### config.mk
export PLATFORM = sky130hd
export DESIGN_NAME = rv_alu
export DESIGN_NICKNAME = d
export VERILOG_FILES = /design/src/rtl/rv_alu_pkg.sv /design/src/rtl/rv_alu_addsub.sv /design/src/rtl/rv_alu_shifter.sv /design/src/rtl/rv_alu_logic.sv /design/src/rtl/rv_alu.sv
export SDC_FILE = /design/constraint.sdc
export NUM_CORES = 1
export LEC_CHECK = 0
export ABC_AREA = 1
export BUFFER_PORTS_ARGS = -buffer_cell sky130_fd_sc_hd__buf_4
export CAP_MARGIN = 40
export CELL_PAD_IN_SITES_DETAIL_PLACEMENT = 0
export CELL_PAD_IN_SITES_GLOBAL_PLACEMENT = 1
export CORE_MARGIN = 4
export CORE_UTILIZATION = 45
export DETAILED_ROUTE_END_ITERATION = 6
export PLACE_DENSITY = 0.95
export SLEW_MARGIN = 10
export SYNTH_ARGS = -nofsm -noshare
export SYNTH_HDL_FRONTEND = slang
export SYNTH_SLANG_ARGS = --single-unit
### constraint.sdc
create_clock -name vclk -period 13.6
set_input_delay 2.04 -clock vclk [all_inputs]
set_output_delay 2.04 -clock vclk [all_outputs]
set_load 0.01 [all_outputs]
### src/rtl/rv_alu_pkg.sv
package rv_alu_pkg;

  // Width of the operation code: alternate bit above a 3-bit function field.
  localparam int OP_W = 4;
  localparam int F3_W = 3;

  // Function field values; the encoding is fixed by the instruction set.
  typedef enum logic [F3_W-1:0] {
    F3_ADDSUB = 3'b000,
    F3_SLL    = 3'b001,
    F3_SLT    = 3'b010,
    F3_SLTU   = 3'b011,
    F3_XOR    = 3'b100,
    F3_SR     = 3'b101,
    F3_OR     = 3'b110,
    F3_AND    = 3'b111
  } funct3_e;

endpackage

### src/rtl/rv_alu_addsub.sv
module rv_alu_addsub #(
  parameter int XLEN = 32
) (
  input  logic [XLEN-1:0] in_a,
  input  logic [XLEN-1:0] in_b,
  output logic [XLEN-1:0] sum,
  output logic [XLEN-1:0] diff,
  output logic            lt_signed,
  output logic            lt_unsigned
);

  localparam int MSB = XLEN - 1;

  logic [XLEN:0] sub_wide;

  // Sum for add and address generation.
  assign sum = in_a + in_b;

  // Difference as a + ~b + 1; the carry out is the inverse of the borrow.
  assign sub_wide = {1'b0, in_a} + {1'b0, ~in_b} + {{XLEN{1'b0}}, 1'b1};
  assign diff     = sub_wide[MSB:0];

  // Unsigned less-than: a borrow happened (no carry out).
  assign lt_unsigned = ~sub_wide[XLEN];

  // Signed less-than: signs differ -> a is less iff a is negative,
  // signs equal -> no overflow possible, the difference sign decides.
  always_comb begin
    if (in_a[MSB] != in_b[MSB]) begin
      lt_signed = in_a[MSB];
    end else begin
      lt_signed = sub_wide[MSB];
    end
  end

endmodule

### src/rtl/rv_alu_shifter.sv
module rv_alu_shifter #(
  parameter int XLEN = 32,
  parameter int SHW  = $clog2(XLEN)
) (
  input  logic [XLEN-1:0] data_in,
  input  logic [SHW-1:0]  shamt,
  input  logic            go_left,
  input  logic            arith,
  output logic [XLEN-1:0] data_out
);

  localparam int MSB = XLEN - 1;

  logic [XLEN-1:0] rev_in;
  logic [XLEN-1:0] stage [SHW+1];
  logic [XLEN-1:0] rev_out;
  logic            fill;

  // A left shift is a right shift of the bit-reversed word.
  for (genvar i = 0; i < XLEN; i++) begin : g_rev_in
    assign rev_in[i] = data_in[MSB-i];
  end

  assign stage[0] = go_left ? rev_in : data_in;

  // Sign copies enter only for an arithmetic right shift.
  assign fill = arith & ~go_left & data_in[MSB];

  // Log-depth barrel: stage k moves by 2**k when shamt[k] is set.
  for (genvar k = 0; k < SHW; k++) begin : g_stage
    localparam int DIST = 1 << k;
    assign stage[k+1] = shamt[k]
                      ? {{DIST{fill}}, stage[k][MSB:DIST]}
                      : stage[k];
  end

  for (genvar i = 0; i < XLEN; i++) begin : g_rev_out
    assign rev_out[i] = stage[SHW][MSB-i];
  end

  assign data_out = go_left ? rev_out : stage[SHW];

endmodule

### src/rtl/rv_alu_logic.sv
module rv_alu_logic #(
  parameter int XLEN = 32
) (
  input  logic [XLEN-1:0] in_a,
  input  logic [XLEN-1:0] in_b,
  output logic [XLEN-1:0] x_out,
  output logic [XLEN-1:0] o_out,
  output logic [XLEN-1:0] n_out
);

  assign x_out = in_a ^ in_b;
  assign o_out = in_a | in_b;
  assign n_out = in_a & in_b;

endmodule

### src/rtl/rv_alu.sv
module rv_alu
  import rv_alu_pkg::*;
#(
  parameter int XLEN = 32
) (
  input  logic [XLEN-1:0] opd_a,
  input  logic [XLEN-1:0] opd_b,
  input  logic [OP_W-1:0] op_sel,
  output logic [XLEN-1:0] result
);

  localparam int SHW = $clog2(XLEN);

  logic            alt;
  funct3_e         f3;
  logic [XLEN-1:0] sum_w, diff_w, sh_w, xor_w, or_w, and_w;
  logic            lt_s, lt_u;
  logic            sh_left;
  logic [XLEN-1:0] lt_s_word, lt_u_word;

  assign alt = op_sel[OP_W-1];
  assign f3  = funct3_e'(op_sel[F3_W-1:0]);

  assign sh_left = (f3 == F3_SLL);

  rv_alu_addsub #(.XLEN(XLEN)) u_addsub (
    .in_a        (opd_a),
    .in_b        (opd_b),
    .sum         (sum_w),
    .diff        (diff_w),
    .lt_signed   (lt_s),
    .lt_unsigned (lt_u)
  );

  rv_alu_shifter #(.XLEN(XLEN), .SHW(SHW)) u_shift (
    .data_in  (opd_a),
    .shamt    (opd_b[SHW-1:0]),
    .go_left  (sh_left),
    .arith    (alt),
    .data_out (sh_w)
  );

  rv_alu_logic #(.XLEN(XLEN)) u_logic (
    .in_a  (opd_a),
    .in_b  (opd_b),
    .x_out (xor_w),
    .o_out (or_w),
    .n_out (and_w)
  );

  assign lt_s_word = {{(XLEN-1){1'b0}}, lt_s};
  assign lt_u_word = {{(XLEN-1){1'b0}}, lt_u};

  // Result multiplexer; the alternate bit is honoured only for
  // add/sub and right shift, every other alternate code falls back to add.
  always_comb begin
    result = sum_w;
    case (f3)
      F3_ADDSUB: result = alt ? diff_w : sum_w;
      F3_SLL:    result = alt ? sum_w  : sh_w;
      F3_SLT:    result = alt ? sum_w  : lt_s_word;
      F3_SLTU:   result = alt ? sum_w  : lt_u_word;
      F3_XOR:    result = alt ? sum_w  : xor_w;
      F3_SR:     result = sh_w;
      F3_OR:     result = alt ? sum_w  : or_w;
      F3_AND:    result = alt ? sum_w  : and_w;
      default:   result = sum_w;
    endcase
  end

endmodule

-- Word level (Yosys, flattened, before mapping)
Index checks and enable logic that the tools add are counted.
- add/subtract/negate cells: 3
- equality and inequality tests: 8
- mux-type cells: 16
- bitwise operators: 8
- reductions and logical operators: 1
- operators with widths (operator ; count):
    two-way mux 32 bit ; 14
    case mux 32 bit (8 select lines) ; 1
    adder 32 x 32 -> 33 bit ; 1
    adder 33 x 1 -> 33 bit (second input constant) ; 1
    adder 32 bit ; 1
    AND 32 bit ; 1
    inverter 32 bit ; 1
    bitwise OR 32 bit ; 1
    bitwise XOR 32 bit ; 1
    == test 3 bit (second input constant) ; 4
    == test 3 x 2 -> 1 bit (second input constant) ; 2
    == test 3 x 1 -> 1 bit (second input constant) ; 1
    zero test 3 bit ; 1
    AND 1 bit ; 2
    inverter 1 bit ; 2
    two-way mux 1 bit ; 1
    inequality test 1 bit ; 1
- register bits: 0
- word-level logic and storage cells: 36

-- Depth between registers and ports, before layout
Gate-level depths: netlist of the first run.
- depth in word-level cells: 12
- mapped depth: 23
- mapped depth without buffers: 21

-- By module
A second synthesis of the first run with hierarchy kept.
- cell total of the unflattened synthesis: 2533
- area, all modules: 12538.3 µm²
- modules (own cells, without submodules) (module ; instances ; cells an instance ; area each (µm²) ; sequential area each (µm²)):
    rv_alu_addsub ; 1 ; 1004 ; 5416.4 ; 0.0
    rv_alu ; 1 ; 812 ; 3329.4 ; 0.0
    rv_alu_shifter ; 1 ; 557 ; 2631.3 ; 0.0
    rv_alu_logic ; 1 ; 160 ; 1161.1 ; 0.0

-- Least setup slack after synthesis of the first run
Ideal clock, no wire load.
- path type: input port to output port
- from: input port opd_b[4]
- to: output port result[0]
- arrival: 5.117 ns
- setup slack: 6.443 ns
- cell stages on the path: 21
- path buffers: 2
- path through: clkbuf_1 clkinv_1 clkbuf_1 ha_1 nor2_1 nand2_1 nand2_1 inv_1 o21ai_0 nand4_1 nand3_1 a31oi_1 fa_1 nor2_1 nor2_1 nand3_1 o211ai_1 a211oi_1 nand4_1 nand2_1 inv_1
- cells in the longest elaborated chain, start to end: 6
- elaborated cells between the ends (all ways): 11
- those cells by class: add/sub (2); mux (7); bitwise (2)
- ends and longest elaborated chain (element ; line ; source):
    start: declaration ; rv_alu.sv:7 ; input logic [XLEN-1:0] opd_b,
    inverter 32 bit ; rv_alu_addsub.sv:20 ; assign sub_wide = {1'b0, in_a} + {1'b0, ~in_b} + {{XLEN{1'b0}}, 1'b1};
    adder 32 x 32 -> 33 bit ; rv_alu_addsub.sv:20 ;
    adder 33 x 1 -> 33 bit ; rv_alu_addsub.sv:20 ;
    two-way mux 1 bit or inverter 1 bit (tied branches) ; rv_alu_addsub.sv:29, rv_alu_addsub.sv:24 ;
    two-way mux 32 bit (on tied branches) ; rv_alu.sv:61, rv_alu.sv:62 ;
    case mux 32 bit (8 select lines) * ; rv_alu.sv:58 ; case (f3)
    end: declaration ; rv_alu.sv:9 ; output logic [XLEN-1:0] result
Mark *: on every way between the ends. The rest lies on a longest branch, timed or not.

-- Worst setup path after layout of the first run
- from: input port opd_b[2]
- to: output port result[0]
- cells in the longest elaborated chain, start to end: 6
- elaborated cells between the ends (all ways): 13
- those cells by class: add/sub (2); mux (9); bitwise (2)
- ends and longest elaborated chain (element ; line ; source):
    inverter 32 bit or two-way mux 32 bit (tied branches) ; rv_alu_addsub.sv:20, rv_alu_shifter.sv:33 ;
    adder 32 x 32 -> 33 bit or two-way mux 32 bit (tied branches) ; rv_alu_addsub.sv:20, rv_alu_shifter.sv:33 ;
    adder 33 x 1 -> 33 bit or two-way mux 32 bit (tied branches) ; rv_alu_addsub.sv:20, rv_alu_shifter.sv:33 ;
    two-way mux 1 bit, or another cell as far along ; rv_alu_addsub.sv:29 ; if (in_a[MSB] != in_b[MSB]) begin
    two-way mux 32 bit (on tied branches) ; rv_alu.sv:61, rv_alu.sv:60, rv_alu.sv:62 ;
    case mux 32 bit (8 select lines) * ; rv_alu.sv:58 ;
Marks and branches as above.

==> results_dict.tcl, run 1 <==
set metrics [dict create \
    grt_pass1_wl_um 73700 \
    cap_violations 0 \
    initialDrtViolationCount 1989 \
    fillers 2312 \
    placementRows 52 \
    drive_gt1_share_pct 9.87 \
    antenna_found_initial 0 \
    wl_per_cell_um 24.2 \
    yosysMostFrequentCell "nand3_1" \
    rsz0062_at_grt "false" \
    worst-setup-path-type "in -> out" \
    slew_violations 0 \
    crit_top_cell "nand2_1" \
    path_max_fanout 36 \
    clockBufferCount 0 \
    layout_setup_ws_ns 5.36 \
    start_util_pct 45.7 \
    final_net_count 1982 \
    critical_path_arrival_ns 6.20 \
    viasPerCell 6.37 \
    regArea_um2 0 \
    critPathLaunchType "input port" \
    syn-num-nets 1955 \
    synth.cell_area_um2 9250 \
    worstPathCellList "buf_4 -> clkinv_1 -> buf_4 -> ha_1 -> inv_1 -> a21oi_1 -> nand2_1 -> nand2_1 -> nand2_1 -> inv_1 -> o21ai_0 -> nand4_1 -> nand3_1 -> a31oi_1 -> fa_1 -> nor2_1 -> nor2_1 -> nand3_1 -> o211ai_1 -> a211oi_1 -> nand4_1 -> nand2_1 -> inv_1 -> buf_4" \
    outcome "finished clean" \
    holdBufCountCts 0 \
    synth_area_leader_cell "nand3_1" \
    dp_hpwl_um 40400 \
    layout.cells.non_filler 2083 \
    die_x_um 151 \
    end_kind "output port" \
    drtAntennaViolNets 0 \
    setup_viol 0 \
    fin_crit_ns 8.24 \
    finalWirelength_um 50500 \
    critical_path.top_delay_family "simple AND/OR/NAND/NOR gates" \
    synth-seq-area-share_pct 0 \
    yosys_warnings 0 \
    grt_pass1_vias 12100 \
    dp_cells 2082 \
    cp_num_buf_inv 7 \
    nFlopsAndLatches 0 \
    dr.pass1.iters 6 \
    port-buffer-count 100 \
    cts_resized 0 \
    drc 0 \
    core_um2 20200 \
    yosys-top-cells-area "nand3_1 23%, nand2_1 16%, ha_1 13%, a21oi_1 7.8%, inv_1 7.6%" \
    slew_headroom_pct 38.2 \
    crit_slowest_cell "ha_1" \
    overflow 0 \
    dieArea_um2 22900 \
    power_density_nw_per_um2 48.7 \
    fin_crit_sh_pct 60.6 \
    yosys.cell_types.count 46 \
    diodes 0 \
    holdPathStages 5 \
    synth_common_cells "419 x nand3_1, 405 x nand2_1, 187 x inv_1, 153 x nor2_1, 144 x a21oi_1" \
    dpl_worst_slack_ns 5.54 \
    cts_setup_buffers 0 \
    min_to "result[2]" \
    fmax_mhz 121 \
    worst_pin_slew_ns 0.925 \
    syn2layout_area_growth_pct 8.90 \
    grt_max_degree 73 \
    gp_congestion 1.11 \
    slowest_delay_ns 0.45 \
    worstHoldStart "op_sel[2]" \
    power_leakage_nw 5.15 \
    ir_drop_v 0.0000231 \
    io_pins 100 \
    synth_top_area_share_pct 22.7 \
    syn_inst 1788 \
    finalHoldViolCount 0 \
    required_ns 11.56 \
    fp.dieH_um 151 \
    vias 13300 \
    postSynthAreaPerCell_um2 5.17 \
    hp-class "in -> out" \
    final.setup.tns_ns 0 \
    grt_use_total_pct 42.6 \
]
[cell families (layout without fill, tap and decap cells)]
kind of cell,after synthesis,in the layout,share of synthesized area [%]
buffers and inverters,292,317,12.9
AO/OA/AOI/OAI,295,295,18.7
XOR/XNOR,15,15,1.42
AND/OR/NAND/NOR,1087,1087,53.4
adder cells (fa/ha/maj),99,99,13.6
[routing by layer]
metal / vias to the layer above / wire length, um / GRT usage (%)
met5: - / 0 / 0
met3: 173 / 5890 / 7.69
met1: 6102 / 19900 / 56.7
met4: 0 / 3400 / 21.9
met2: 901 / 21300 / 65.3
li1: 6091 / - / -
[cell usage in the layout, fill, tap and decap left out, types with 6 or more instances in the layout]
cell | synthesis | routed
a21o_1 | 6 | 6
inv_2 | 9 | 9
nand2_2 | 8 | 8
a21oi_2 | 6 | 6
nor3_1 | 23 | 22
nand3_2 | 15 | 16
nor4_1 | 9 | 9
o41ai_2 | 7 | 7
o21bai_1 | 6 | 6
nand3b_1 | 6 | 6
nand4_1 | 39 | 39
nand3_1 | 419 | 418
nand2_1 | 405 | 405
a21boi_0 | 6 | 6
a21oi_1 | 144 | 144
ha_1 | 96 | 96
buf_4 | 2 | 114
xor2_1 | 15 | 15
o211ai_1 | 12 | 12
o21ai_0 | 82 | 82
inv_1 | 187 | 187
nor2_1 | 153 | 152
[worst min-delay path, stage by stage]
cell,delay (ns)
buf_4,0.13
nor2_4,0.11
nand3_1,0.11
a21oi_2,0.09
buf_4,0.15
[worst max-delay path by stage]
stage          cells past startpoint     start  slack [ns]        end
3_3_place_gp                      21  opd_b[4]        5.22  result[0]
3_5_place_dp                      24  opd_b[2]        5.54  result[0]
2_1_floorplan                     21  opd_b[4]        6.44  result[0]
6_report                          24  opd_b[2]        5.36  result[0]
4_1_cts                           24  opd_b[2]        5.52  result[0]
5_1_grt                           24  opd_b[2]        5.19  result[0]
[final cells by class]
| type | instances | area (um2) | area share [%] |
|---|---|---|---|
| inverters | 200 | 751 | 7.45 |
| well taps | 270 | 338 | 3.35 |
| multi-input cells | 1496 | 8070 | 80.1 |
| repair buffers | 117 | 916 | 9.09 |
[power by group]
part / switching (W) / total (W) / leakage [nW] / internal [W]
clock network: 0 / 0 / 0 / 0
logic: 0.000337 / 0.000491 / 5.15 / 0.000154
registers: 0 / 0 / 0 / 0
total: 0.000337 / 0.000491 / 5.15 / 0.000154
[per-stage QoR]
step | hold WS (ns) | utilization [%] | instance area (um2) | power (W)
floorplan | 4.42 | - | 9250 | 0.000298
global placement | 4.65 | 49.5 | 10000 | 0.000465
detailed placement | 4.65 | 49.8 | 10100 | 0.000468
CTS | 4.66 | 49.8 | 10100 | 0.000470
global route | 4.69 | 49.8 | 10100 | 0.000525
finish | 4.68 | 49.8 | 10100 | 0.000491
Power figures use the tool's default switching activity.
==> inputs of run 2 (changes only) <==
--- a/config.mk
+++ b/config.mk
@@ -11,9 +11,9 @@
 export CELL_PAD_IN_SITES_DETAIL_PLACEMENT = 0
 export CELL_PAD_IN_SITES_GLOBAL_PLACEMENT = 1
 export CORE_MARGIN = 4
-export CORE_UTILIZATION = 45
+export CORE_UTILIZATION = 42
 export DETAILED_ROUTE_END_ITERATION = 6
-export PLACE_DENSITY = 0.95
+export PLACE_DENSITY = 0.92
 export SLEW_MARGIN = 10
 export SYNTH_ARGS = -nofsm -noshare
 export SYNTH_HDL_FRONTEND = slang
==> constraint.sdc (replaced) <==
create_clock -name vclk -period 7.8
set_input_delay 1.17 -clock vclk [all_inputs]
set_output_delay 1.17 -clock vclk [all_outputs]
set_load 0.01 [all_outputs]
==> run 2 against run 1 <==
Compared with the run above: combinational power up 72%; via count down 2.2%; die area up 6.8%; final area about the same; total power up 72%; cell count up 0.43%; critical endpoint unchanged; largest cell class unchanged; largest power group unchanged.
==> results_dict.tcl, run 2 (synthesis gave the netlist of run 1 again) <==
set metrics [dict create \
    outcome "finished clean" \
    hp-class "in -> out" \
    power_leakage_nw 5.14 \
    power_density_nw_per_um2 83.9 \
    slew_violations 0 \
    slew_headroom_pct 42.3 \
    sw_frac_of_total_pct 68.4 \
    die_x_um 156 \
    final.setup.tns_ns 0 \
    p_int_w 0.000268 \
    drc 0 \
    critPathLaunchType "input port" \
    cts_resized 0 \
    core_um2 21800 \
    cts_setup_buffers 0 \
    syn2layout_area_growth_pct 8.98 \
    ir_drop_v 0.0000370 \
    finalWirelength_um 48100 \
    place_area_um2 10100 \
    dp_cells 2092 \
    end_kind "output port" \
    fp.dieH_um 156 \
    worst-setup-path-type "in -> out" \
    required_ns 6.63 \
    gp_congestion 1.09 \
    vias 13000 \
    diodes 0 \
    dr.pass1.iters 6 \
    nFlopsAndLatches 0 \
    final_net_count 1981 \
    overflow 0 \
    drive_gt1_share_pct 9.82 \
    viasPerCell 6.20 \
    combPwrFrac_pct 100.0 \
    holdBufCountCts 0 \
    wl_per_cell_um 23.0 \
    rsz0062_at_grt "false" \
    grt_pass1_wl_um 71600 \
    critical_path_arrival_ns 4.87 \
    p_clk_share_pct 0 \
    clockBufferCount 0 \
    grt_max_degree 62 \
    finalHoldViolCount 0 \
    grt_use_total_pct 37.7 \
    path_max_fanout 34 \
    initialDrtViolationCount 1740 \
    layout.cells.non_filler 2092 \
    dp_hpwl_um 39400 \
    dieArea_um2 24500 \
    p_switching_w 0.000578 \
    final_common_cell "nand3_1" \
    start_util_pct 42.5 \
    cap_violations 0 \
    fmax_mhz 166 \
    fin_crit_ns 6.04 \
    p_seq_share_pct 0 \
    fin_crit_sh_pct 77.4 \
    setup_viol 0 \
    io_pins 100 \
    final_cell_mix "418 x nand3_1, 405 x nand2_1, 187 x inv_1, 152 x nor2_1, 144 x a21oi_1" \
    port-buffer-count 100 \
    placementRows 54 \
    final_cell_area_um2 10100 \
    worst_pin_slew_ns 0.864 \
    drtAntennaViolNets 0 \
    regArea_um2 0 \
    antenna_found_initial 0 \
    grt_pass1_vias 12100 \
]
-- run 2: cell count changes in the layout (fill, tap and decap cells not counted), sizes merged --
cell / change
clkbuf: -1
-- run 2: power groups by stage --
stage                     clock [W]  sequential (W)  combinational (W)
after floorplan                   0               0           0.000520
after global placement            0               0           0.000808
after detailed placement          0               0           0.000814
after CTS                         0               0           0.000818
after global routing              0               0           0.000913
final                             0               0           0.000846
-- run 2: worst paths after layout --
path      start    endpoint  slack, ns  depth (start not counted)
max    opd_b[1]   result[0]       1.76                         23
min   opd_b[31]  result[31]       2.97                          7
-- run 2: layout make-up --
cell class / instances / area [um2]
well taps: 280 / 350
multi-input cells: 1496 / 8070
fillers: 2540 / 11700
repair buffers: 116 / 911
inverters: 200 / 751
-- run 2: worst max-delay path, cell delays in order --
cell	delay (ns)
buf_4	0.35
inv_1	0.22
ha_1	0.35
inv_1	0.13
nand3_1	0.09
nand2_1	0.16
nand2_1	0.07
nand2_1	0.13
inv_1	0.07
o21ai_0	0.31
nand4_1	0.20
nand3_1	0.17
a31oi_1	0.14
fa_1	0.39
nor2_1	0.12
nor2_1	0.06
nand3_1	0.07
o211ai_1	0.08
a211oi_1	0.21
nand4_1	0.12
nand2_1	0.07
inv_1	0.04
buf_4	0.13
-- run 2: through the flow --
step / power (W) / setup WS (ns) / utilization (%) / hold WS [ns]
2_1_floorplan: 0.000520 / 2.38 / - / 2.68
3_3_place_gp: 0.000808 / 2.03 / 46.1 / 2.96
3_5_place_dp: 0.000814 / 1.87 / 46.3 / 2.97
4_1_cts: 0.000818 / 1.86 / 46.3 / 2.97
5_1_grt: 0.000913 / 1.37 / 46.3 / 3.04
6_report: 0.000846 / 1.76 / 46.3 / 2.97
-- run 2: metal layers --
metal,track usage (%),share of wire [%],vias up
met3,3.93,9.0,133
li1,-,-,6094
met2,62.0,45,769
met4,16.6,5.6,0
met1,50.0,40,5976
met5,0,0,-
